`config.mk`:
```
export PLATFORM = sky130hd
export DESIGN_NAME = ac97_sync_ctrl
export DESIGN_NICKNAME = d
export VERILOG_FILES = /design/src/rtl/ac97_sync_pkg.sv /design/src/rtl/ac97_sync_edge.sv /design/src/rtl/ac97_sync_regs.sv /design/src/rtl/ac97_sync_oneshot.sv /design/src/rtl/ac97_sync_frame.sv /design/src/rtl/ac97_sync_ctrl.sv
export SDC_FILE = /design/constraint.sdc
export NUM_CORES = 1
export LEC_CHECK = 0
export ABC_CLOCK_PERIOD_IN_PS = 1100
export BUFFER_PORTS_ARGS = -buffer_cell sky130_fd_sc_hd__buf_2
export CAP_MARGIN = 20
export CORE_ASPECT_RATIO = 1.4
export CORE_MARGIN = 2
export CORE_UTILIZATION = 38
export DETAILED_ROUTE_END_ITERATION = 6
export GPL_TIMING_DRIVEN = 0
export PLACE_DENSITY = 0.87
export SYNTH_ARGS = -nofsm -noshare
export SYNTH_HDL_FRONTEND = slang
export SYNTH_HIERARCHICAL = 1
export SYNTH_SLANG_ARGS = --single-unit
export TNS_END_PERCENT = 20
```
`constraint.sdc`:
```
create_clock -name clk -period 1.1 [get_ports clk]
set_input_delay 0.22 -clock clk [delete_from_list [all_inputs] [get_ports clk]]
set_output_delay 0.22 -clock clk [all_outputs]
set_load 0.01 [all_outputs]
```
`src/rtl/ac97_sync_pkg.sv`:
```
package ac97_sync_pkg;

    localparam int unsigned BIT_TIMED     = 0;
    localparam int unsigned BIT_FORCE_LVL = 1;
    localparam int unsigned BIT_FORCE_EN  = 2;
    localparam int unsigned CTRL_BITS     = 3;

    typedef struct packed {
        logic force_en;
        logic force_lvl;
        logic timed;
    } sync_ctrl_t;

    typedef enum logic {
        OS_IDLE,
        OS_PULSE
    } oneshot_state_t;

    typedef enum logic {
        FR_SYNC,
        FR_SLOTS
    } frame_state_t;

    typedef enum logic [1:0] {
        SRC_FORCED,
        SRC_TIMED,
        SRC_FRAME
    } sync_src_t;

endpackage

```
`src/rtl/ac97_sync_edge.sv`:
```
module ac97_sync_edge #(
    parameter int unsigned STAGES = 2
) (
    input  logic clk,
    input  logic rst_n,
    input  logic async_in,
    output logic rise
);

    logic [STAGES:0] shift_q;

    always_ff @(posedge clk or negedge rst_n) begin
        if (!rst_n) begin
            shift_q <= '0;
        end else begin
            shift_q <= {shift_q[STAGES-1:0], async_in};
        end
    end

    always_comb begin
        rise = shift_q[STAGES-1] & ~shift_q[STAGES];
    end

endmodule

```
`src/rtl/ac97_sync_regs.sv`:
```
module ac97_sync_regs
    import ac97_sync_pkg::*;
#(
    parameter int unsigned ADDR_W    = 4,
    parameter int unsigned DATA_W    = 32,
    parameter logic [ADDR_W-1:0] CTRL_ADDR = 4
) (
    input  logic              clk,
    input  logic              rst_n,
    input  logic [ADDR_W-1:0] bus_addr,
    input  logic              bus_wr,
    input  logic [DATA_W-1:0] bus_wdata,
    output logic [DATA_W-1:0] bus_rdata,
    input  logic              pulse_done,
    output sync_ctrl_t        ctrl
);

    logic hit;
    logic hit_wr;

    always_comb begin
        hit    = (bus_addr == CTRL_ADDR);
        hit_wr = hit && bus_wr;
    end

    always_ff @(posedge clk or negedge rst_n) begin
        if (!rst_n) begin
            ctrl <= '0;
        end else begin
            if (hit_wr) begin
                ctrl.force_en  <= bus_wdata[BIT_FORCE_EN];
                ctrl.force_lvl <= bus_wdata[BIT_FORCE_LVL];
            end
            if (pulse_done) begin
                ctrl.timed <= 1'b0;
            end else if (hit_wr && bus_wdata[BIT_TIMED]) begin
                ctrl.timed <= 1'b1;
            end
        end
    end

    always_comb begin
        bus_rdata = '0;
        if (hit) begin
            bus_rdata[CTRL_BITS-1:0] = ctrl;
        end
    end

    // a write of 0 to the timed bit must not cancel a running pulse
    a_r6_zero_write_keeps: assert property (@(posedge clk) disable iff (!rst_n)
        (hit_wr && !bus_wdata[BIT_TIMED] && ctrl.timed && !pulse_done) |=> ctrl.timed);

    // the timed bit only falls after the one-shot reports completion
    a_r6_clear_by_hw: assert property (@(posedge clk) disable iff (!rst_n)
        $fell(ctrl.timed) |-> $past(pulse_done));

endmodule

```
`src/rtl/ac97_sync_oneshot.sv`:
```
module ac97_sync_oneshot
    import ac97_sync_pkg::*;
#(
    parameter int unsigned PULSE_EDGES = 5
) (
    input  logic clk,
    input  logic rst_n,
    input  logic timed_req,
    input  logic ref_rise,
    output logic pulse_done
);

    localparam int unsigned CNT_W = $clog2(PULSE_EDGES + 1);
    localparam logic [CNT_W-1:0] LAST = CNT_W'(PULSE_EDGES - 1);

    oneshot_state_t state_q, state_nx;
    logic [CNT_W-1:0] edge_cnt_q;
    logic             last_edge;

    always_comb begin
        last_edge = ref_rise && (edge_cnt_q == LAST);
        state_nx  = state_q;
        unique case (state_q)
            OS_IDLE:  if (timed_req) state_nx = OS_PULSE;
            OS_PULSE: if (last_edge) state_nx = OS_IDLE;
            default:  state_nx = OS_IDLE;
        endcase
    end

    always_ff @(posedge clk or negedge rst_n) begin
        if (!rst_n) begin
            state_q    <= OS_IDLE;
            edge_cnt_q <= '0;
        end else begin
            state_q <= state_nx;
            if (state_q == OS_IDLE || last_edge) begin
                edge_cnt_q <= '0;
            end else if (ref_rise) begin
                edge_cnt_q <= edge_cnt_q + 1'b1;
            end
        end
    end

    always_comb begin
        pulse_done = (state_q == OS_PULSE) && last_edge;
    end

    // the edge counter never passes the final edge of the pulse
    a_r5_count_bound: assert property (@(posedge clk) disable iff (!rst_n)
        edge_cnt_q <= LAST);

    // a running pulse always has its request bit still set
    a_r6_pulse_has_req: assert property (@(posedge clk) disable iff (!rst_n)
        (state_q == OS_PULSE) |-> timed_req);

endmodule

```
`src/rtl/ac97_sync_frame.sv`:
```
module ac97_sync_frame
    import ac97_sync_pkg::*;
#(
    parameter int unsigned FRAME_LEN = 256,
    parameter int unsigned SYNC_LEN  = 16
) (
    input  logic clk,
    input  logic rst_n,
    input  logic bit_rise,
    output logic frame_sync
);

    localparam int unsigned CNT_W = $clog2(FRAME_LEN);
    localparam logic [CNT_W-1:0] FRAME_LAST = CNT_W'(FRAME_LEN - 1);
    localparam logic [CNT_W-1:0] SYNC_LAST  = CNT_W'(SYNC_LEN - 1);

    frame_state_t     state_q, state_nx;
    logic [CNT_W-1:0] cnt_q;

    always_comb begin
        state_nx = state_q;
        unique case (state_q)
            FR_SYNC:  if (bit_rise && cnt_q == SYNC_LAST)  state_nx = FR_SLOTS;
            FR_SLOTS: if (bit_rise && cnt_q == FRAME_LAST) state_nx = FR_SYNC;
            default:  state_nx = FR_SYNC;
        endcase
    end

    always_ff @(posedge clk or negedge rst_n) begin
        if (!rst_n) begin
            state_q <= FR_SYNC;
            cnt_q   <= '0;
        end else begin
            state_q <= state_nx;
            if (bit_rise) begin
                cnt_q <= (cnt_q == FRAME_LAST) ? '0 : cnt_q + 1'b1;
            end
        end
    end

    always_comb begin
        frame_sync = (state_q == FR_SYNC);
    end

    // SYNC high only inside the first SYNC_LEN positions of a frame
    a_r8_sync_window: assert property (@(posedge clk) disable iff (!rst_n)
        frame_sync |-> (cnt_q <= SYNC_LAST));

    // the frame position advances only on a BITCLK rising edge
    a_r8_step_on_edge: assert property (@(posedge clk) disable iff (!rst_n)
        !$past(bit_rise) |-> $stable(cnt_q));

endmodule

```
`src/rtl/ac97_sync_ctrl.sv`:
```
module ac97_sync_ctrl
    import ac97_sync_pkg::*;
#(
    parameter int unsigned ADDR_W      = 4,
    parameter int unsigned DATA_W      = 32,
    parameter logic [ADDR_W-1:0] CTRL_ADDR = 4,
    parameter int unsigned PULSE_EDGES = 5,
    parameter int unsigned FRAME_LEN   = 256,
    parameter int unsigned SYNC_LEN    = 16,
    parameter int unsigned SYNC_STAGES = 2
) (
    input  logic              clk,
    input  logic              rst_n,
    input  logic [ADDR_W-1:0] bus_addr,
    input  logic              bus_wr,
    input  logic [DATA_W-1:0] bus_wdata,
    output logic [DATA_W-1:0] bus_rdata,
    input  logic              ref_clk_in,
    input  logic              bitclk_in,
    output logic              sync_out
);

    sync_ctrl_t ctrl;
    logic       pulse_done;
    logic       ref_rise;
    logic       bit_rise;
    logic       frame_sync;
    sync_src_t  src;

    ac97_sync_regs #(
        .ADDR_W(ADDR_W), .DATA_W(DATA_W), .CTRL_ADDR(CTRL_ADDR)
    ) regs_i (
        .clk(clk), .rst_n(rst_n), .bus_addr(bus_addr), .bus_wr(bus_wr),
        .bus_wdata(bus_wdata), .bus_rdata(bus_rdata),
        .pulse_done(pulse_done), .ctrl(ctrl)
    );

    ac97_sync_edge #(.STAGES(SYNC_STAGES)) ref_edge_i (
        .clk(clk), .rst_n(rst_n), .async_in(ref_clk_in), .rise(ref_rise)
    );

    ac97_sync_edge #(.STAGES(SYNC_STAGES)) bit_edge_i (
        .clk(clk), .rst_n(rst_n), .async_in(bitclk_in), .rise(bit_rise)
    );

    ac97_sync_oneshot #(.PULSE_EDGES(PULSE_EDGES)) oneshot_i (
        .clk(clk), .rst_n(rst_n), .timed_req(ctrl.timed),
        .ref_rise(ref_rise), .pulse_done(pulse_done)
    );

    ac97_sync_frame #(.FRAME_LEN(FRAME_LEN), .SYNC_LEN(SYNC_LEN)) frame_i (
        .clk(clk), .rst_n(rst_n), .bit_rise(bit_rise), .frame_sync(frame_sync)
    );

    always_comb begin
        if (ctrl.force_en)   src = SRC_FORCED;
        else if (ctrl.timed) src = SRC_TIMED;
        else                 src = SRC_FRAME;
    end

    always_comb begin
        unique case (src)
            SRC_FORCED: sync_out = ctrl.force_lvl;
            SRC_TIMED:  sync_out = 1'b1;
            SRC_FRAME:  sync_out = frame_sync;
            default:    sync_out = frame_sync;
        endcase
    end

    // a completed one-shot cannot disturb a forced level
    a_r3_forced_steady: assert property (@(posedge clk) disable iff (!rst_n)
        (ctrl.force_en && $past(ctrl.force_en) && $stable(ctrl.force_lvl))
            |-> $stable(sync_out));

endmodule

```
# ---- Yosys cells after proc, flatten, opt, wreduce, memory -nomap -nowiden
# Index checks and enable logic that the tools add are counted.
dict set report word_totals {
  reg_bits 22
}
dict set report op_classes {
  reduce_logical 10
  bitwise 6
  n_mux 15
  n_eq_ne 5
  n_addsub 2
}
# cell n
set op_table {}
lappend op_table {{2-to-1 mux 3 bit} 3}
lappend op_table {{adder 8 x 1 -> 8 bit (second input constant)} 1}
lappend op_table {{equality test 8 x 4 -> 1 bit (second input constant)} 1}
lappend op_table {{equality test 8 bit (second input constant)} 1}
lappend op_table {{2-to-1 mux 8 bit} 1}
lappend op_table {{logical AND 1 bit} 6}
lappend op_table {{2-to-1 mux 1 bit} 6}
lappend op_table {{case mux 1 bit (2 select lines)} 3}
lappend op_table {{equality test 4 x 3 -> 1 bit (second input constant)} 1}
lappend op_table {{2-to-1 mux 2 bit} 2}
lappend op_table {{inverter 1 bit} 4}
lappend op_table {{nonzero test 2 bit} 2}
lappend op_table {{adder 3 x 1 -> 3 bit (second input constant)} 1}
lappend op_table {{equality test 3 bit (second input constant)} 1}
lappend op_table {{bitwise AND 1 bit} 2}
lappend op_table {{equality test 2 x 1 -> 1 bit (second input constant)} 1}
lappend op_table {{logical NOT 2 bit} 1}
lappend op_table {{logical OR 1 bit} 1}

# ---- Logic depth before layout (Yosys ltp)
dict set report logic_depth {
  word_depth 5
  ltp_mapped 5
}

# ---- Cells and area by module
# Netlist, hierarchy kept.
# module area_per_inst_um2 instances cells_per_inst
set modules_own_cells {}
lappend modules_own_cells {ac97_sync_frame 431.7 1 38}
lappend modules_own_cells {ac97_sync_regs 381.6 1 42}
lappend modules_own_cells {ac97_sync_oneshot 210.2 1 22}
lappend modules_own_cells {ac97_sync_edge 88.8 2 4}
lappend modules_own_cells {ac97_sync_ctrl 12.5 1 3}

# ---- Worst setup path before layout
# No wires, ideal clock.
dict set report synth_path {
  path_type {register -> register}
  start {reg bit_edge_i.shift_q[2]}
  end {reg frame_i.cnt_q[7]}
  synth_period_minus_slack_ns 1.199
  t_arrival_ns 1.116
  path_slack_ns -0.099
  stages_incl_launch_ff 5
  cell_sequence {dfrtp_1 > nor2b_4 > nand4_4 > or3_1 > o21ai_0}
}
dict set report synth_via {
  elab_chain_cells 2
}
# element line
set synth_rtl {}
lappend synth_rtl {{start: declaration} ac97_sync_edge.sv:10} ;# logic [STAGES:0] shift_q;
lappend synth_rtl {{start signal: assignment} ac97_sync_edge.sv:16} ;# shift_q <= {shift_q[STAGES-1:0], async_in};
lappend synth_rtl {{inverter 1 bit} ac97_sync_edge.sv:21} ;# rise = shift_q[STAGES-1] & ~shift_q[STAGES];
lappend synth_rtl {{bitwise AND 1 bit} ac97_sync_edge.sv:21}
lappend synth_rtl {{via bit_rise} ac97_sync_ctrl.sv:26} ;# logic bit_rise;
lappend synth_rtl {{end signal: assignment} ac97_sync_frame.sv:36} ;# cnt_q <= (cnt_q == FRAME_LAST) ? '0 : cnt_q + 1'b1;
lappend synth_rtl {{end: declaration} ac97_sync_frame.sv:18} ;# logic [CNT_W-1:0] cnt_q;
# The timed path passes the listed nets, and every way through them passes these cells.
# A chain may end at the register's enable or synchronous reset.

# ---- Worst setup path after layout
dict set report layout_path {
  start {reg bit_edge_i.shift_q[2]}
  end {reg frame_i.cnt_q[5]}
}
# The elaborated chain is that of the path after synthesis.

==> metrics.txt <==
run status finished with violations; failing checks negative setup slack; #FFs+latches synth 22; share of the clock period used by the worst path after layout 111%; most common cell after layout, fill and taps aside sky130_fd_sc_hd__buf_4; share of the core filled with cells in the final layout 51.1%; Top Ports 74; Pint 1.71 mW; area enclosed by the die boundary 3670 µm²; total of max-cap violations 0; proportion of total power due to net switching 32.6%; number of design rule violations left after detail routing 0; Worst-Skew Late Latency 0.25 ns; Synth Warn # 6; port buffer count 15; global-route wire length before repair 3060 µm; chain of cells forming the critical path nor2b_4, nand3_4, o21a_1, o22a_1; placeable core region 3090 µm²; effective utilization at floorplan 39.2%; buffer levels on the longest clock path 2; All-Layer GR Usage 11.2%; final-stage net count 214; Setup crit end kind flop; count of standard-cell rows 24; average size of a mapped cell 10.7 µm²; Cell variety after synth 34; Bufs and invs on worst path 0; pin count of the biggest net entering global routing 23; final weighted congestion in routability-driven placement 0.738; leakage power 0.832 nW; combinational cell fraction of total power 32.4%; post-detail-place hpwl 1480 µm; area added between synthesis and finish 30.3%; clock transition at the register clock pins on the worst setup and hold paths after CTS 0.07 ns; total clock buffers created by CTS 3; biggest fanout along the worst timing path 5; category of the critical setup timing path flop to flop; ant diodes 0; slowest library cell on the worst path sky130_fd_sc_hd__dfrtp_1; synthesized instance count 113; final number of hold-violating endpoints 0; number of enable flip-flop cells after synthesis 0; Setup violations, final 10; violation count after the first detailed-routing iteration 10; proportion of synthesized chip area in sequential cells 45.4%; worst setup skew after layout 0.00227 ns; Setup WS pre-CTS -0.213 ns; post-DR wirelength/cell 9.21 µm; largest voltage drop on the vdd net 0.753 mV; Worst path top cell family by delay flip-flops; Overflow after GRT 0; timing-limited maximum frequency 820 MHz; number of antenna violations at the first check in global routing 0; layout cell share with drive strength beyond 1 42.3%; Final Slew Violations 0; Worst setup SP type flop; data arrival at the endpoint of the critical path 1.37 ns; final WL 1910 µm; FFs w/ async S/R, synth 100%; area of placed instances 1450 µm²; required time at the worst-slack endpoint 1.25 ns; TritonCTS clock tree built; Mapped Area 1210 µm²; Die Height 70.9 µm; commonest cells after routing, fill and taps aside sky130_fd_sc_hd__buf_4 (37), sky130_fd_sc_hd__conb_1 (29), sky130_fd_sc_hd__dfrtp_1 (22), sky130_fd_sc_hd__buf_2 (14), sky130_fd_sc_hd__nor2_1 (9); total net switching power 828 µW; unrepaired setup endpoints after global routing yes; part of the power in the clock network 18.5%; Reg power frac 49.1%; pwr/cell area 1600 nW/µm²; CTS Sinks 22; Filler Cells Inserted 301; root buffer cell sky130_fd_sc_hd__clkbuf_8; drt via density 4.05; via count of the first global-routing pass 774; kind of path behind the tightest hold check input port to flop; min setup slack post-route -0.120 ns; H-tree level count 1; Worst Hold Margin 0.0672 ns; horizontal die dimension 51.8 µm; minimum period implied by the final worst setup slack 1.22 ns; Largest stage delay, worst path 0.40 ns; flip-flop cell with the highest count after synthesis sky130_fd_sc_hd__dfrtp_1; first-pass iteration count of the detailed router 4; detailed-route via count 838; fin area 1580 µm²; DRT antenna net count 0
==> per-stage QoR <==
step,cells,total power [mW],TNS (ns)
after floorplan,141,1.75,-0.214
after global placement,195,1.88,-1.24
after detailed placement,195,1.94,-1.74
after CTS,205,2.51,-0.952
after global routing,207,2.73,-1.49
final,207,2.54,-0.831
==> power by group through the flow <==
stage | sequential, mW | clock [mW] | combinational (mW)
3_3_place_gp | 1.26 | 0 | 0.615
2_1_floorplan | 1.22 | 0 | 0.521
4_1_cts | 1.24 | 0.491 | 0.782
3_5_place_dp | 1.28 | 0 | 0.661
6_report | 1.25 | 0.469 | 0.822
5_1_grt | 1.28 | 0.531 | 0.919
==> worst register-to-register path, delay by kind of cell, from the launching register on <==
family             cells  cell delay, ns
and+or+nand+nor        2            0.34
AOI/OAI and AO/OA      2            0.38
DFF                    1            0.40
==> sequential cells by signal, summed over array words and instances, names as in the netlist <==
name and count:
bit_edge_i/shift_q 3, frame_i/cnt_q 8, frame_i/state_q 1, oneshot_i/edge_cnt_q 3
oneshot_i/state_q 1, ref_edge_i/shift_q 3, regs_i/ctrl 3
==> routing by layer <==
layer	up-vias	share of wire (%)	routed length (µm)	global-route usage [%]
li1	429	-	-	-
met4	0	2.1	40	8.19
met3	4	7.5	143	2.95
met1	374	36	683	10.2
met2	31	55	1040	20.2
met5	-	0	0	0
==> cell usage after synthesis (2+ instances only) <==
master	n	share of area, %
sky130_fd_sc_hd__and2_2	3	1.9
sky130_fd_sc_hd__nor2_1	9	2.8
sky130_fd_sc_hd__ha_1	3	3.1
sky130_fd_sc_hd__a21oi_1	2	0.82
sky130_fd_sc_hd__inv_1	4	1.2
sky130_fd_sc_hd__mux2_1	2	1.9
sky130_fd_sc_hd__nand4_1	2	1.0
sky130_fd_sc_hd__dfrtp_1	22	45
sky130_fd_sc_hd__nand2_1	6	1.9
sky130_fd_sc_hd__buf_4	29	18
sky130_fd_sc_hd__nand2b_1	2	1.0
sky130_fd_sc_hd__nor2b_4	2	2.3
sky130_fd_sc_hd__nand3_1	3	1.2
sky130_fd_sc_hd__xor2_1	2	1.4
sky130_fd_sc_hd__xnor2_1	3	2.2
==> worst paths after layout <==
kind	from	slack (ns)	to	cells past startpoint
max in group asynchronous	rst_n	0.33	ref_edge_i/shift_q[0]	2
min	bitclk_in	0.07	bit_edge_i/shift_q[0]	1
max	bit_edge_i/shift_q[2]	-0.12	frame_i/cnt_q[5]	4
min reg2reg	bit_edge_i/shift_q[0]	0.35	bit_edge_i/shift_q[1]	0
min in group asynchronous	rst_n	0.45	regs_i/ctrl[2]	2
max reg2reg	bit_edge_i/shift_q[2]	-0.12	frame_i/cnt_q[5]	4
==> logic make-up after synthesis <==
kind of cell / after synthesis / share of synthesized area [%]
multiplexers: 3 / 2.78
other: 1 / 0.309
AND/OR/NAND/NOR: 35 / 19.8
XOR/XNOR: 5 / 3.61
AO/OA/AOI/OAI: 11 / 5.88
adder cells (fa/ha/maj): 3 / 3.09
flip-flops: 22 / 45.4
buffers and inverters: 33 / 19.2
==> what timing repair did <==
item                       4_1_cts  5_1_grt
setup buffers                    6        2
gates resized for setup          5        4
hold buffers                     1        0
hold endpoints to repair        22        0
pin swaps                        3        2
setup endpoints to repair       12       18
==> final cells by class <==
class,count,area [µm²],area share (%)
multi-input combinational,86,557,35.2
sequential,22,551,34.8
buffer,29,218,13.8
timing repair buffer,24,151,9.57
tap,39,48.8,3.09
clock buffer,3,41.3,2.61
inverter,4,15.0,0.949
(Power assumes the default switching activity.)
